**config.mk**
```make
export PLATFORM = sky130hd
export DESIGN_NAME = timing_mode_ctrl
export DESIGN_NICKNAME = d
export VERILOG_FILES = /design/src/rtl/tmc_pkg.sv /design/src/rtl/tmc_settle_timer.sv /design/src/rtl/tmc_seq_fsm.sv /design/src/rtl/tmc_ctl_reg.sv /design/src/rtl/timing_mode_ctrl.sv
export SDC_FILE = /design/constraint.sdc
export NUM_CORES = 1
export LEC_CHECK = 0
export ABC_AREA = 0
export BUFFER_PORTS_ARGS = -buffer_cell sky130_fd_sc_hd__buf_4
export CAP_MARGIN = 20
export CORE_MARGIN = 5
export CORE_UTILIZATION = 40
export DETAILED_ROUTE_END_ITERATION = 10
export PLACE_DENSITY = 0.68
export SLEW_MARGIN = 5
export SYNTH_ARGS = -nofsm -noshare
export SYNTH_HDL_FRONTEND = slang
export SYNTH_SLANG_ARGS = --single-unit
```
**constraint.sdc**
```tcl
create_clock -name clk -period 1.98 [get_ports clk]
set_input_delay 0 -clock clk [delete_from_list [all_inputs] [get_ports clk]]
set_output_delay 0 -clock clk [all_outputs]
set_load 0.01 [all_outputs]
```
**src/rtl/tmc_pkg.sv**
```systemverilog
package tmc_pkg;

    localparam int unsigned BIT_RATE  = 0;
    localparam int unsigned BIT_RECOV = 1;
    localparam int unsigned BIT_REQ   = 2;
    localparam int unsigned BIT_READY = 3;
    localparam int unsigned WR_W      = 3;
    localparam int unsigned RD_W      = 4;

    typedef enum logic [1:0] {
        TM_FIXED  = 2'd0,
        TM_SETTLE = 2'd1,
        TM_RUN    = 2'd2
    } tm_state_e;

    typedef struct packed {
        logic recov;
        logic rate;
    } tm_ctl_t;

endpackage

```
**src/rtl/tmc_settle_timer.sv**
```systemverilog
module tmc_settle_timer #(
    parameter int unsigned SETTLE_TICKS = 100
) (
    input  logic clk,
    input  logic rst_n,
    input  logic run_i,
    input  logic tick_i,
    output logic done_o
);
    localparam int unsigned CW = $clog2(SETTLE_TICKS + 1);
    localparam logic [CW-1:0] LAST = CW'(SETTLE_TICKS - 1);

    typedef struct packed {
        logic [CW-1:0] cnt;
    } tmr_t;

    tmr_t tmr_d, tmr_q;
    logic at_last;

    always_comb begin
        tmr_d   = tmr_q;
        at_last = (tmr_q.cnt == LAST);
        done_o  = run_i && tick_i && at_last;
        if (!run_i) begin
            tmr_d.cnt = '0;
        end else if (tick_i) begin
            tmr_d.cnt = at_last ? '0 : tmr_q.cnt + 1'b1;
        end
    end

    always_ff @(posedge clk or negedge rst_n) begin
        if (!rst_n) tmr_q <= '0;
        else        tmr_q <= tmr_d;
    end

    // a stopped timer always restarts from zero
    AST_IDLE_CLEAR: assert property (@(posedge clk) disable iff (!rst_n)
        !run_i |=> (tmr_q.cnt == '0)) else $error("timer not cleared");

endmodule

```
**src/rtl/tmc_seq_fsm.sv**
```systemverilog
module tmc_seq_fsm
    import tmc_pkg::*;
(
    input  logic      clk,
    input  logic      rst_n,
    input  logic      wr_en_i,
    input  logic      wr_req_i,
    input  logic      recov_q_i,
    input  logic      done_i,
    output tm_state_e state_o,
    output logic      ctl_we_o
);
    typedef struct packed {
        tm_state_e st;
    } fsm_t;

    fsm_t fsm_d, fsm_q;
    logic cancel;
    logic enter;

    always_comb begin
        fsm_d    = fsm_q;
        cancel   = wr_en_i && !wr_req_i;
        enter    = wr_en_i && wr_req_i && recov_q_i;
        ctl_we_o = 1'b0;
        unique case (fsm_q.st)
            TM_FIXED: begin
                if (enter) fsm_d.st = TM_SETTLE;
                else       ctl_we_o = wr_en_i;
            end
            TM_SETTLE: begin
                if (cancel)      fsm_d.st = TM_FIXED;
                else if (done_i) fsm_d.st = TM_RUN;
            end
            TM_RUN: begin
                ctl_we_o = wr_en_i;
                if (cancel) fsm_d.st = TM_FIXED;
            end
            default: fsm_d.st = TM_FIXED;
        endcase
    end

    always_ff @(posedge clk or negedge rst_n) begin
        if (!rst_n) fsm_q <= '{st: TM_FIXED};
        else        fsm_q <= fsm_d;
    end

    assign state_o = fsm_q.st;

    AST_REQ_NEEDS_RECOV: assert property (@(posedge clk) disable iff (!rst_n)
        (fsm_q.st == TM_FIXED && wr_en_i && wr_req_i && !recov_q_i)
        |=> (fsm_q.st == TM_FIXED)) else $error("request accepted without recovery bit");
    AST_CANCEL_FIXED: assert property (@(posedge clk) disable iff (!rst_n)
        (fsm_q.st != TM_FIXED && wr_en_i && !wr_req_i)
        |=> (fsm_q.st == TM_FIXED)) else $error("cancel ignored");
    AST_RUN_VIA_SETTLE: assert property (@(posedge clk) disable iff (!rst_n)
        (fsm_q.st == TM_FIXED) |=> (fsm_q.st != TM_RUN)) else $error("skipped settling");

endmodule

```
**src/rtl/tmc_ctl_reg.sv**
```systemverilog
module tmc_ctl_reg
    import tmc_pkg::*;
(
    input  logic    clk,
    input  logic    rst_n,
    input  logic    we_i,
    input  tm_ctl_t wdata_i,
    output tm_ctl_t ctl_o
);
    tm_ctl_t ctl_d, ctl_q;

    always_comb begin
        ctl_d = ctl_q;
        if (we_i) ctl_d = wdata_i;
    end

    always_ff @(posedge clk or negedge rst_n) begin
        if (!rst_n) ctl_q <= '0;
        else        ctl_q <= ctl_d;
    end

    assign ctl_o = ctl_q;

endmodule

```
**src/rtl/timing_mode_ctrl.sv**
```systemverilog
module timing_mode_ctrl
    import tmc_pkg::*;
#(
    parameter int unsigned SETTLE_TICKS = 100
) (
    input  logic            clk,
    input  logic            rst_n,
    input  logic            wr_en,
    input  logic [WR_W-1:0] wr_data,
    input  logic            tick_ms,
    output logic [RD_W-1:0] rd_data,
    output logic            adaptive_mode,
    output logic            ready
);
    tm_state_e state;
    tm_ctl_t   ctl;
    tm_ctl_t   wctl;
    logic      ctl_we;
    logic      settle_done;
    logic      settling;

    assign wctl.rate  = wr_data[BIT_RATE];
    assign wctl.recov = wr_data[BIT_RECOV];
    assign settling   = (state == TM_SETTLE);

    tmc_seq_fsm u_fsm (
        .clk      (clk),
        .rst_n    (rst_n),
        .wr_en_i  (wr_en),
        .wr_req_i (wr_data[BIT_REQ]),
        .recov_q_i(ctl.recov),
        .done_i   (settle_done),
        .state_o  (state),
        .ctl_we_o (ctl_we)
    );

    tmc_settle_timer #(.SETTLE_TICKS(SETTLE_TICKS)) u_timer (
        .clk   (clk),
        .rst_n (rst_n),
        .run_i (settling),
        .tick_i(tick_ms),
        .done_o(settle_done)
    );

    tmc_ctl_reg u_reg (
        .clk    (clk),
        .rst_n  (rst_n),
        .we_i   (ctl_we),
        .wdata_i(wctl),
        .ctl_o  (ctl)
    );

    always_comb begin
        adaptive_mode      = (state != TM_FIXED);
        ready              = (state == TM_RUN);
        rd_data            = '0;
        rd_data[BIT_RATE]  = ctl.rate;
        rd_data[BIT_RECOV] = ctl.recov;
        rd_data[BIT_REQ]   = adaptive_mode;
        rd_data[BIT_READY] = ready;
    end

    AST_HOLD_IN_SETTLE: assert property (@(posedge clk) disable iff (!rst_n)
        (settling && wr_en) |=> $stable(ctl)) else $error("control bits written while settling");
    AST_READY_ON_TICK: assert property (@(posedge clk) disable iff (!rst_n)
        $rose(ready) |-> $past(tick_ms)) else $error("ready without tick");
    AST_READY_NEEDS_REQ: assert property (@(posedge clk) disable iff (!rst_n)
        ready |-> rd_data[BIT_REQ]) else $error("ready without request");

endmodule

```
After elaboration in Yosys (flattened, before gate mapping):

Index checks and enable logic that the tools add are counted.

* ROM bits: 0
* memories: 0
* output and inout bits: 6
* logic and storage cells: 31
* input bits: 7
* flip-flop bits (word level): 11
* latch bits: 0
* memory bits (writable): 0

* div/mod/pow operators: 0
* $lt $le $gt $ge: 0
* multiplexer cells: 10
* shift-type cells: 0
* bitwise operators: 0
* reduce and logical (&&, ||, !) cells: 9
* $add $sub $neg: 1
* equality and inequality tests: 7
* multiply operators: 0

Operators with widths (number)
* $mux W7: 3
* $mux W2: 4
* $add A7 B1 Y7 const B: 1
* $eq A7 B7 Y1 const B: 1
* $pmux W2 S3: 1
* $logic_and A1 B1 Y1: 5
* $ne A2 B1 Y1 const B: 2
* $ne A3 B3 Y1 const B: 1
* $reduce_and A3 Y1: 1
* $eq A2 B1 Y1 const B: 1
* $eq A2 B2 Y1 const B: 1
* $logic_not A2 Y1: 1
* $ne A2 B2 Y1 const B: 1
* $pmux W1 S2: 1
* $reduce_bool A2 Y1: 1
* $logic_not A1 Y1: 1
* $mux W1: 1

Longest topological paths before layout:

* depth after elaboration: 6
* depth in mapped cells: 4
* mapped depth without buffers: 4

By module:

Synthesis repeated with hierarchy kept, for this count alone.

* cell total of the unflattened synthesis: 68
* area, all modules: 679.4 sq um

Modules (own cells, without submodules)
* tmc_settle_timer: seq. area each 175.2 sq um, instances 1, area an instance 459.2 sq um, cells each 47
* tmc_seq_fsm: seq. area each 50.0 sq um, instances 1, area an instance 113.9 sq um, cells each 12
* tmc_ctl_reg: seq. area each 50.0 sq um, instances 1, area an instance 72.6 sq um, cells each 4
* timing_mode_ctrl: seq. area each 0.0 sq um, instances 1, area an instance 33.8 sq um, cells each 5

Least setup slack after synthesis:

No wires, ideal clock.

* path kind: reg-to-reg
* start point: reg u_timer.tmr_q[3] in the netlist's numbering
* end point: reg u_timer.tmr_q[5] in the netlist's numbering
* library setup time: 0.129 ns
* path slack: 0.561 ns
* clock period less this slack: 1.419 ns
* required time: 1.851 ns
* path buffers: 1
* arrival: 1.290 ns
* cell stages (with the launch flop): 5
* cell sequence: dfrtp_1 -> or4b_1 -> buf_2 -> o221ai_1 -> a31oi_1

* cells in the longest elaborated chain, start to end: 4
* elaborated cells on any way between the ends: 5
* those cells by class: add/sub (1); eq/ne (1); mux (3)

RTL lines
* start, declared: line tmc_settle_timer.sv:17 `tmr_t tmr_d, tmr_q;`
* start signal, assigned: line tmc_settle_timer.sv:33 `else tmr_q <= tmr_d;`
* $add A7 B1 Y7 or $eq A7 B7 Y1 (tied branches): line tmc_settle_timer.sv:27, tmc_settle_timer.sv:22
* $mux W7 (*): line tmc_settle_timer.sv:27 `tmr_d.cnt = at_last ? '0 : tmr_q.cnt + 1'b1;`
* $mux W7 (*): line tmc_settle_timer.sv:26 `end else if (tick_i) begin`
* $mux W7 (*): line tmc_settle_timer.sv:24 `if (!run_i) begin`

Mark *: on every way between the ends. The rest lies on a longest branch, timed or not. The select of a mux whose other input is x is not followed.
A chain may end at the register's enable or synchronous reset.

Final worst setup path:

Ends and elaborated chain as after synthesis.

==> results.tsv <==
metric	value	unit
status	complete, no violations	
crit_path_start	u_timer.tmr_q[3]	
grt_antenna_before_repair	0	
fin_crit_sh	76.71	%
drt_wl_total	1232	um
synthFlopType	dfrtp_1	
cts_sinks	11	
power.density	889.2	nW/um2
postCtsResizedCells	0	
clock.fmax	0.6584	GHz
worstSetupEndpoint	u_timer.tmr_q[5]	
vias	500	
fp.dieH	49.07	um
reg2reg_to	u_timer.tmr_q[5]	
grt.overflow.total	0	
start_kind	register	
ios	13	
stdcell_count	91	
synth_area	610.6	um2
initial_core_util	41.50	%
insertion_delay	0.27	ns
seqCellArea	275.3	um2
drive_above_1_share	26.67	%
tightest_slew	0.3916	ns
synth_edf_count	0	
synth.most_common_cell	dfrtp_1	
die_w	49.07	um
placementRows	14	
synth_cell_types	29	
first_pass_iters	4	
rr_startpoint	u_timer.tmr_q[3]	
die_area	2408	um2
synthArstFlopShare	100.0	%
synth_top_cell_by_area	dfrtp_1	
r2r_slack	0.46	ns
wire_per_inst	13.54	um
synthesis.nets	69	
total_leakage_power	0.0003230	uW
synthTopCellsByCount	dfrtp_1 (11), nand2_1 (6), buf_4 (5)	
antenna_cells	0	
syn_to_final_growth	21.93	%
hp-class	in -> reg	
place_ws	0.4883	ns
core-area	1471	um2
slew_violations	0	
port-buffer-count	12	
yosys_register_bits	11	
final_nets	84	
finalClockSkew	0.0002756	ns
drc	0	
netlist_instances	61	
synth_area_leaders	dfrtp_1 (45%), buf_4 (6.1%), mux2_2 (3.7%)	
cp.arrival	1.66	ns
reg2reg_depth	3	
ir_drop	432.6	uV
grt_start_max_net_pins	12	
clkTransAtPathRegs	0.07	ns
min_period	1.519	ns
max_slew_margin	73.89	%
power.total	662.0	uW
cts_tree	yes	
via_per_inst	5.495	
fillerInstances	152	
ys_seq_area_share	45.08	%
finalSetupTns	0	ns
hpwl	915.4	um
cp_data_required_time	2.12	ns
worst-setup-path-type	reg -> reg	
hold_viol_final	0	
grt_pass1_vias	478	
multi_input_area	285.3	um2
gp_congestion	0.7559	
cts_setup_buffers	0	
cts_buffer_depth	2	
max_cap_viol_count	0	
grt_first_pass_wirelength	2166	um
synth.top_cell.area_share	45.08	%
dp_cells	83	
worst_setup_path_end_kind	register	
setup-violations-final	0	
groute.usage.overall	11.74	%
ys_warn_count	0	
worstPathMaxFanout	6	
cts_max_level	1	
fin_util	50.60	%
numCtsBuffers	3	
setup_ws	0.4611	ns
rsz0062_at_grt	false	
root_buffer	clkbuf_4	
antenna_left	0	
dr.first_iter.drc_count	9	
hold_buffers	4	
syn_avg_cell_area	10.01	um2
[report_power, final]
part	internal, uW	switching, uW
registers	262	31.5
clock network	78.1	79.1
logic	111	100
[critical path: stages (launching register included)]
cell and delay, ns:
dfrtp_1 0.41, or4b_1 0.65, o221ai_1 0.22, a31oi_1 0.10
[sequential cells by signal (all words and copies together) (netlist names)]
register / count
u_fsm.state_o: 2
u_reg.ctl_o: 2
u_timer.tmr_q: 7
[worst min path at each step]
stage,endpoint,cells past startpoint,from
floorplan,u_fsm.state_o[0],0,rst_n
global placement,u_timer.tmr_q[0],1,rst_n
detailed placement,u_timer.tmr_q[0],1,rst_n
CTS,u_fsm.state_o[0],3,wr_en
global route,u_fsm.state_o[0],3,wr_en
finish,u_fsm.state_o[0],3,wr_en
[cells in the final DEF (no fill, tap or decap), drive strengths merged]
master | Yosys | routed
o32ai | 1 | 1
xor2 | 2 | 2
nand2b | 3 | 3
ha | 1 | 1
nand2 | 6 | 6
dfrtp | 11 | 11
nand4 | 2 | 2
nor4 | 1 | 1
clkbuf | 0 | 4
mux2 | 2 | 2
a31oi | 1 | 1
a21oi | 3 | 3
nand3 | 1 | 1
dlygate4sd3 | 0 | 4
o31a | 1 | 1
or4 | 1 | 1
nor2 | 3 | 3
o21ai | 2 | 2
inv | 2 | 2
o221ai | 1 | 1
nand3b | 1 | 1
a311oi | 1 | 1
nor2b | 3 | 3
and3b | 1 | 1
buf | 6 | 12
or2 | 1 | 1
mux2i | 1 | 1
or4b | 1 | 1
nor3 | 1 | 1
o21ba | 1 | 1
[cell families after synthesis]
| family | Yosys count | share of synthesized area, % |
|---|---|---|
| xor gates and xnor gates | 2 | 2.869 |
| adders and majority gates | 1 | 2.049 |
| AOI/OAI and AO/OA | 11 | 12.50 |
| DFF | 11 | 45.08 |
| muxes | 3 | 5.328 |
| buffers and inverters | 8 | 8.197 |
| and+or+nand+nor | 25 | 23.98 |
[layer usage]
layer  GRT usage (%)  vias to the layer above  part of all wire (%)
li1                -                      247                     -
met1           13.09                      244                    43
met2           19.96                        7                    53
met3           3.670                        2                   3.1
met4           5.381                        0                   1.3
met5               0                        -                     0
[per-stage QoR]
stage,cell area (um2),hold slack [ns]
after detailed placement,678.2,-0.1586
after global placement,678.2,-0.1605
after CTS,744.5,0.04589
after floorplan,610.6,-0.2956
after global routing,744.5,0.06696
final,744.5,0.03842
[final cells by class]
cell class | instances | area share (%)
inverter | 2 | 1.008
multi-input combinational | 42 | 38.32
timing repair buffer | 16 | 17.48
clock buffer | 4 | 3.529
sequential | 11 | 36.97
tap | 16 | 2.689
Note: power is estimated with default switching activity, not from simulation.
